[src/rtl/bdc_pkg.sv]
package bdc_pkg;
  localparam int unsigned BDC_WORD_W  = 32;
  localparam int unsigned BDC_N_WORDS = 8;
  localparam int unsigned BDC_DELTA_W = 8;
endpackage

[src/rtl/bdc_lane.sv]
module bdc_lane #(
  parameter int unsigned WORD_W  = bdc_pkg::BDC_WORD_W,
  parameter int unsigned DELTA_W = bdc_pkg::BDC_DELTA_W
) (
  input  logic [WORD_W-1:0]  base_i,
  input  logic [WORD_W-1:0]  word_i,
  output logic [DELTA_W-1:0] delta_o,
  output logic               fits_o
);
  localparam int unsigned TOP_W = WORD_W - DELTA_W + 1;

  logic [WORD_W-1:0] diff;
  logic [TOP_W-1:0]  top_bits;

  always_comb begin
    diff     = word_i - base_i;
    top_bits = diff[WORD_W-1:DELTA_W-1];
    // fits a signed byte when the sign bit and every bit above it agree
    fits_o   = (&top_bits) | (~|top_bits);
    delta_o  = diff[DELTA_W-1:0];
  end
endmodule

[src/rtl/bdc_pack.sv]
module bdc_pack #(
  parameter int unsigned WORD_W  = bdc_pkg::BDC_WORD_W,
  parameter int unsigned N_WORDS = bdc_pkg::BDC_N_WORDS,
  parameter int unsigned DELTA_W = bdc_pkg::BDC_DELTA_W
) (
  input  logic [WORD_W*N_WORDS-1:0] line_i,
  output logic                      ok_o,
  output logic [WORD_W*N_WORDS-1:0] data_o
);
  localparam int unsigned LINE_W = WORD_W * N_WORDS;
  localparam int unsigned PACK_W = WORD_W + N_WORDS * DELTA_W;

  logic [DELTA_W-1:0] delta [N_WORDS];
  logic [N_WORDS-1:0] fits;
  logic [PACK_W-1:0]  rec;

  for (genvar gi = 0; gi < N_WORDS; gi++) begin : g_lane
    bdc_lane #(.WORD_W(WORD_W), .DELTA_W(DELTA_W)) u_lane (
      .base_i (line_i[WORD_W-1:0]),
      .word_i (line_i[gi*WORD_W +: WORD_W]),
      .delta_o(delta[gi]),
      .fits_o (fits[gi])
    );
  end

  always_comb begin
    rec = '0;
    rec[WORD_W-1:0] = line_i[WORD_W-1:0];
    for (int i = 0; i < N_WORDS; i++) begin
      rec[WORD_W + i*DELTA_W +: DELTA_W] = delta[i];
    end
    ok_o   = &fits;
    data_o = ok_o ? {{(LINE_W-PACK_W){1'b0}}, rec} : line_i;
  end
endmodule

[src/rtl/bdc_unpack.sv]
module bdc_unpack #(
  parameter int unsigned WORD_W  = bdc_pkg::BDC_WORD_W,
  parameter int unsigned N_WORDS = bdc_pkg::BDC_N_WORDS,
  parameter int unsigned DELTA_W = bdc_pkg::BDC_DELTA_W
) (
  input  logic [WORD_W+N_WORDS*DELTA_W-1:0] rec_i,
  output logic [WORD_W*N_WORDS-1:0]         line_o
);
  for (genvar gi = 0; gi < N_WORDS; gi++) begin : g_add
    logic [DELTA_W-1:0] d;
    assign d = rec_i[WORD_W + gi*DELTA_W +: DELTA_W];
    assign line_o[gi*WORD_W +: WORD_W] =
      rec_i[WORD_W-1:0] + {{(WORD_W-DELTA_W){d[DELTA_W-1]}}, d};
  end
endmodule

[src/rtl/bdc_line_codec.sv]
module bdc_line_codec #(
  parameter int unsigned WORD_W  = bdc_pkg::BDC_WORD_W,
  parameter int unsigned N_WORDS = bdc_pkg::BDC_N_WORDS,
  parameter int unsigned DELTA_W = bdc_pkg::BDC_DELTA_W
) (
  input  logic                              clk,
  input  logic                              rst_n,
  input  logic                              pack_vld_i,
  input  logic [WORD_W*N_WORDS-1:0]         pack_line_i,
  output logic                              pack_vld_o,
  output logic                              pack_ok_o,
  output logic [WORD_W*N_WORDS-1:0]         pack_data_o,
  input  logic                              unpack_vld_i,
  input  logic [WORD_W+N_WORDS*DELTA_W-1:0] unpack_rec_i,
  output logic                              unpack_vld_o,
  output logic [WORD_W*N_WORDS-1:0]         unpack_line_o
);
  localparam int unsigned LINE_W = WORD_W * N_WORDS;
  localparam int unsigned PACK_W = WORD_W + N_WORDS * DELTA_W;

  // reset synchroniser: asserts at once, releases after two edges
  logic rst_s1_q, rst_s2_q;
  always_ff @(posedge clk or negedge rst_n) begin
    if (!rst_n) begin
      rst_s1_q <= 1'b0;
      rst_s2_q <= 1'b0;
    end else begin
      rst_s1_q <= 1'b1;
      rst_s2_q <= rst_s1_q;
    end
  end
  logic rst_sn;
  assign rst_sn = rst_s2_q;

  logic              ok_c;
  logic [LINE_W-1:0] data_c;
  logic [LINE_W-1:0] line_c;

  bdc_pack #(.WORD_W(WORD_W), .N_WORDS(N_WORDS), .DELTA_W(DELTA_W)) u_pack (
    .line_i(pack_line_i), .ok_o(ok_c), .data_o(data_c)
  );

  bdc_unpack #(.WORD_W(WORD_W), .N_WORDS(N_WORDS), .DELTA_W(DELTA_W)) u_unpack (
    .rec_i(unpack_rec_i), .line_o(line_c)
  );

  // next-state
  logic              p_vld_d, p_ok_d, u_vld_d;
  logic [LINE_W-1:0] p_data_d, u_line_d;
  always_comb begin
    p_vld_d  = pack_vld_i;
    p_ok_d   = pack_vld_i ? ok_c   : pack_ok_o;
    p_data_d = pack_vld_i ? data_c : pack_data_o;
    u_vld_d  = unpack_vld_i;
    u_line_d = unpack_vld_i ? line_c : unpack_line_o;
  end

  // registers
  always_ff @(posedge clk or negedge rst_sn) begin
    if (!rst_sn) begin
      pack_vld_o    <= 1'b0;
      pack_ok_o     <= 1'b0;
      pack_data_o   <= '0;
      unpack_vld_o  <= 1'b0;
      unpack_line_o <= '0;
    end else begin
      pack_vld_o    <= p_vld_d;
      pack_ok_o     <= p_ok_d;
      pack_data_o   <= p_data_d;
      unpack_vld_o  <= u_vld_d;
      unpack_line_o <= u_line_d;
    end
  end

  // valid tracks the strobe by one cycle
  assert_pack_vld_R7: assert property (@(posedge clk) disable iff (!rst_sn)
    pack_vld_i |=> pack_vld_o);
  assert_pack_idle_R7: assert property (@(posedge clk) disable iff (!rst_sn)
    !pack_vld_i |=> !pack_vld_o);
  assert_unpack_vld_R7: assert property (@(posedge clk) disable iff (!rst_sn)
    unpack_vld_i |=> unpack_vld_o);
  assert_pack_hold_R7: assert property (@(posedge clk) disable iff (!rst_sn)
    !pack_vld_i |=> ($stable(pack_data_o) && $stable(pack_ok_o)));
  assert_unpack_hold_R7: assert property (@(posedge clk) disable iff (!rst_sn)
    !unpack_vld_i |=> $stable(unpack_line_o));
  // anchor always leads the output
  assert_anchor_R1: assert property (@(posedge clk) disable iff (!rst_sn)
    pack_vld_i |=> pack_data_o[WORD_W-1:0] == $past(pack_line_i[WORD_W-1:0]));
  // packed record is zero above its 96 bits, offset 0 is zero
  assert_pad_R3: assert property (@(posedge clk) disable iff (!rst_sn)
    (pack_vld_o && pack_ok_o) |->
      (pack_data_o[LINE_W-1:PACK_W] == '0 &&
       pack_data_o[WORD_W +: DELTA_W] == '0));
  // an unpackable line passes through raw
  assert_passthru_R4: assert property (@(posedge clk) disable iff (!rst_sn)
    (pack_vld_i && !ok_c) |=> (!pack_ok_o && pack_data_o == $past(pack_line_i)));
  // a zero offset rebuilds the anchor in word 0
  assert_unpack_base_R5: assert property (@(posedge clk) disable iff (!rst_sn)
    (unpack_vld_i && unpack_rec_i[WORD_W +: DELTA_W] == '0) |=>
      unpack_line_o[WORD_W-1:0] == $past(unpack_rec_i[WORD_W-1:0]));
endmodule

[config.mk]
export PLATFORM = sky130hd
export DESIGN_NAME = bdc_line_codec
export DESIGN_NICKNAME = d
export VERILOG_FILES = /design/src/rtl/bdc_pkg.sv /design/src/rtl/bdc_lane.sv /design/src/rtl/bdc_pack.sv /design/src/rtl/bdc_unpack.sv /design/src/rtl/bdc_line_codec.sv
export SDC_FILE = /design/constraint.sdc
export NUM_CORES = 2
export LEC_CHECK = 0
export BUFFER_PORTS_ARGS = -buffer_cell sky130_fd_sc_hd__buf_2
export CAP_MARGIN = 20
export CORE_MARGIN = 2
export CORE_UTILIZATION = 28
export DETAILED_ROUTE_END_ITERATION = 6
export GPL_ROUTABILITY_DRIVEN = 0
export RECOVER_POWER = 100
export SYNTH_ARGS = -nofsm -noshare
export SYNTH_HDL_FRONTEND = slang
export SYNTH_SLANG_ARGS = --single-unit
[constraint.sdc]
create_clock -name clk -period 21.1 [get_ports clk]
set_clock_uncertainty 0.1 [all_clocks]
set_input_delay 1.055 -clock clk [delete_from_list [all_inputs] [get_ports clk]]
set_output_delay 1.055 -clock clk [all_outputs]
set_load 0.02 [all_outputs]
==> summary.txt <==
Outcome
  • Status: finished with violations
  • Violated checks: design-rule violations, max-capacitance violations, max-slew violations

Timing
  • Fin Hold WS: approximately 56 ps
  • RSZ-0062 raised after global routing: no
  • Worst-Margin Slew: between 4000 and 5000 ps
  • Pins Over Slew Limit: roughly 1.7k
  • Setup TNS: 0 ps
  • Hold Vio Cnt, Final: 0
  • Final Critical Period: between 10,000 and 15,000 ps
  • Fin crit share: a little over three fifths
  • Fmax: 75.3 MHz
  • Slew HR: -190%
  • Final setup fails: 0

GRT
  • Initial antenna violation count: 31
  • Gr usage total: a little over a fifth
  • First-pass GRT wire length: between 200 and 300 mm
  • Largest net degree at the start of global routing: 105
  • Vias in the first global route: 42.2k
  • GR Overflow Total: 0

Worst setup path
  • Worst Path Required: ~21,000 ps
  • WP data arrival: approximately 14,000 ps
  • Critical path type: in -> reg
  • Reg-to-Reg Start: rst_s2_q
  • FF-to-FF path depth: 3
  • Critical path startpoint category: input port
  • CP Max Fanout: roughly 80
  • Reg2reg setup slack: between 10,000 and 15,000 ps
  • Critical Path End Type: flip-flop
  • Reg2Reg Capture Point: pack_data_o[83]

Pwr
  • Internal power: 2.45 mW
  • Sw Share: between 30% and 40%
  • Clock network fraction of total power: a little over 30%
  • P_sw: 1.62 mW
  • Combinational share of power: approximately two fifths
  • Sequential share of power: between 30% and 40%
  • Pleak: ~23 nW
  • Power Density: 77.4 mW/mm^2
  • Peak supply drop: around 0.000070 V

Clock tree
  • Clk_lat worst skew: ~670 ps
  • Htree depth: 3
  • Clk slew on worst S/H paths: roughly 60 ps
  • # clock sinks: about 520
  • Postcts setup bufs: 0
  • Post-CTS Hold Buffers: 0
  • Root buffer cell: clkbuf_16
  • CTS max path bufs: 3
  • Inserted Clock Buffers: 69
  • TritonCTS clock tree: built
  • PostCTS Resize Cnt: 0

Synthesis
  • Post-synth top area share: 28.8%
  • Register area share after synthesis: between 20% and 30%
  • Seq cells post-synth: just over 500
  • Most common cell in the netlist: dfrtp_1
  • Post-Syn Nets: 6,048
  • Number of synthesized flops with an enable pin: 0
  • Distinct cells, synth: just over 90
  • Synth Flop Type: dfrtp_1
  • Largest cells by area after synthesis: dfrtp_1 29%, ha_1 13%, mux2_2 5.5%
  • Yosys top cell by area: dfrtp_1
  • Avg Inst Size Synth: 8.61 sq um
  • Most instantiated cells after synthesis: 517 x dfrtp_1, 508 x nand2_1, 465 x ha_1, 390 x inv_1, 377 x a21oi_1
  • Cell count after synthesis: roughly 5.2k
  • Synthesized cell area: 0.0449 sq mm
  • Ys async rst share: between 90% and 100%
  • Yosys warns: 0

Floorplan
  • Initial core utilization: 28.3%
  • I/O pin total: ~870
  • Die height: between 400 and 500 microns
  • DIE AREA: between 0.15 and 0.2 sq mm
  • Placeable Area: 0.159 sq mm
  • Die width: roughly 400 microns
  • FP Rows: approximately 150

Detailed routing
  • Drt total wl: approximately 180 mm
  • Initial DRT Pass Iterations: 7
  • Drt via density: around 5.4
  • DRC Markers: 2
  • WL/cell: approximately 22 microns
  • First DRT Iteration DRCs: around 3.5k
  • DRT antenna net count: 0
  • Via count: ~44k

Hold path
  • HP Class: in -> async

Final layout
  • Layout Nets: between 6k and 7k
  • Area of the multi-input gates: a little under 0.03 sq mm
  • Syn-to-layout area delta: 17.3%
  • Register area: 0.0129 sq mm
  • Share of layout cells above drive strength 1: roughly 13%
  • # fillers: about 17k

Flow run
  • Max capacitance violation total: 26

Place
  • Detail Placement HPWL: between 100 and 150 mm
  • Port bufs: 870
flip-flops by register name, summed over array words and instances (netlist names):
| name | flops |
|---|---|
| unpack_vld_o | 1 |
| pack_ok_o | 1 |
| unpack_line_o | 256 |
| pack_data_o | 256 |
| rst_s1_q | 1 |
| pack_vld_o | 1 |
| rst_s2_q | 1 |
metrics by stage:
| step | util (%) | power, mW | std cells | instance area [sq um] | setup slack [ps] |
|---|---|---|---|---|---|
| 5_1_grt | 33.1 | 4.29 | 8122 | 52600 | 6980 |
| 3_5_place_dp | 32.2 | 2.86 | 7992 | 51100 | 12760 |
| 6_report | 33.2 | 4.08 | 8132 | 52600 | 7820 |
| 2_1_floorplan | - | 2.29 | 5212 | 44900 | 5520 |
| 3_3_place_gp | 32.2 | 2.84 | 7992 | 51100 | 12820 |
| 4_1_cts | 33.7 | 4.13 | 8115 | 53500 | 13420 |
worst max path at each step:
stage,to,startpoint,cells after the start,slack [ps]
2_1_floorplan,pack_data_o[0],rst_s2_q,0,5520
3_3_place_gp,pack_data_o[84],pack_line_i[1],19,12820
3_5_place_dp,pack_data_o[55],pack_line_i[1],19,12760
4_1_cts,pack_data_o[55],pack_line_i[1],19,13420
5_1_grt,pack_data_o[76],pack_line_i[1],19,6980
6_report,pack_data_o[76],pack_line_i[1],19,7820
placed cells by master, fill, tap and decap left out, drive strengths merged, types with 51 or more instances in the layout:
master    n
a211oi   59
a21o    155
a21oi   379
and3     58
buf     351
clkbuf  638
dfrtp   517
ha      465
inv     394
mux2    218
nand2   508
nand2b   83
nand3   132
nand4    55
nor2    278
nor2b    60
nor3    115
o211ai   51
o21a     76
o21ai   235
o22ai   181
xnor2   253
xor2    101
critical path, cell delays in order:
cell and delay [ps]:
clkbuf_1 780, inv_1 520, ha_1 420, nor2b_1 140
o31ai_1 520, a21o_1 220, o21a_1 200, o211ai_1 210
a21oi_1 350, o21ai_0 180, xnor2_1 160, or4b_2 650
nor4bb_1 430, o221ai_1 320, nor4_1 470, clkbuf_1 2940
clkbuf_1 1590, clkbuf_1 1870, o221ai_1 400
metal layers:
layer	wire [microns]	up-vias	share of wire (%)	GRT usage, %
met5	24	-	0.013	0
met4	11100	4	6.1	11.9
met2	81700	1801	45	34.4
met3	15700	389	8.7	5.61
li1	-	20700	-	-
met1	72600	21300	40	25.3
power groups by stage:
stage	Sequential, mW	Clock (mW)	Combinational (mW)
finish	1.26	1.26	1.56
global placement	1.26	0	1.58
global route	1.28	1.32	1.69
detailed placement	1.27	0	1.59
CTS	1.25	1.28	1.60
floorplan	1.46	0	0.824
final cells by class:
type,count,area share [%]
timing repair buffer,897,7.24
clock inverter,31,0.841
sequential,517,24.6
multi-input combinational,4117,55.9
tap,2072,4.92
antenna,15,0.0713
clock buffer,92,3.67
inverter,391,2.79
kinds of logic after synthesis:
kind of cell	count (synthesis)	synth area share, %
AO/OA/AOI/OAI	1517	22.8
XOR/XNOR	354	6.91
adder cells (fa/ha/maj)	480	13.6
buffers and inverters	578	5.35
flip-flops	517	28.8
multiplexers	228	5.69
other	1	0.00835
AND/OR/NAND/NOR	1537	16.8
Note: power is estimated with default switching activity, not from simulation.
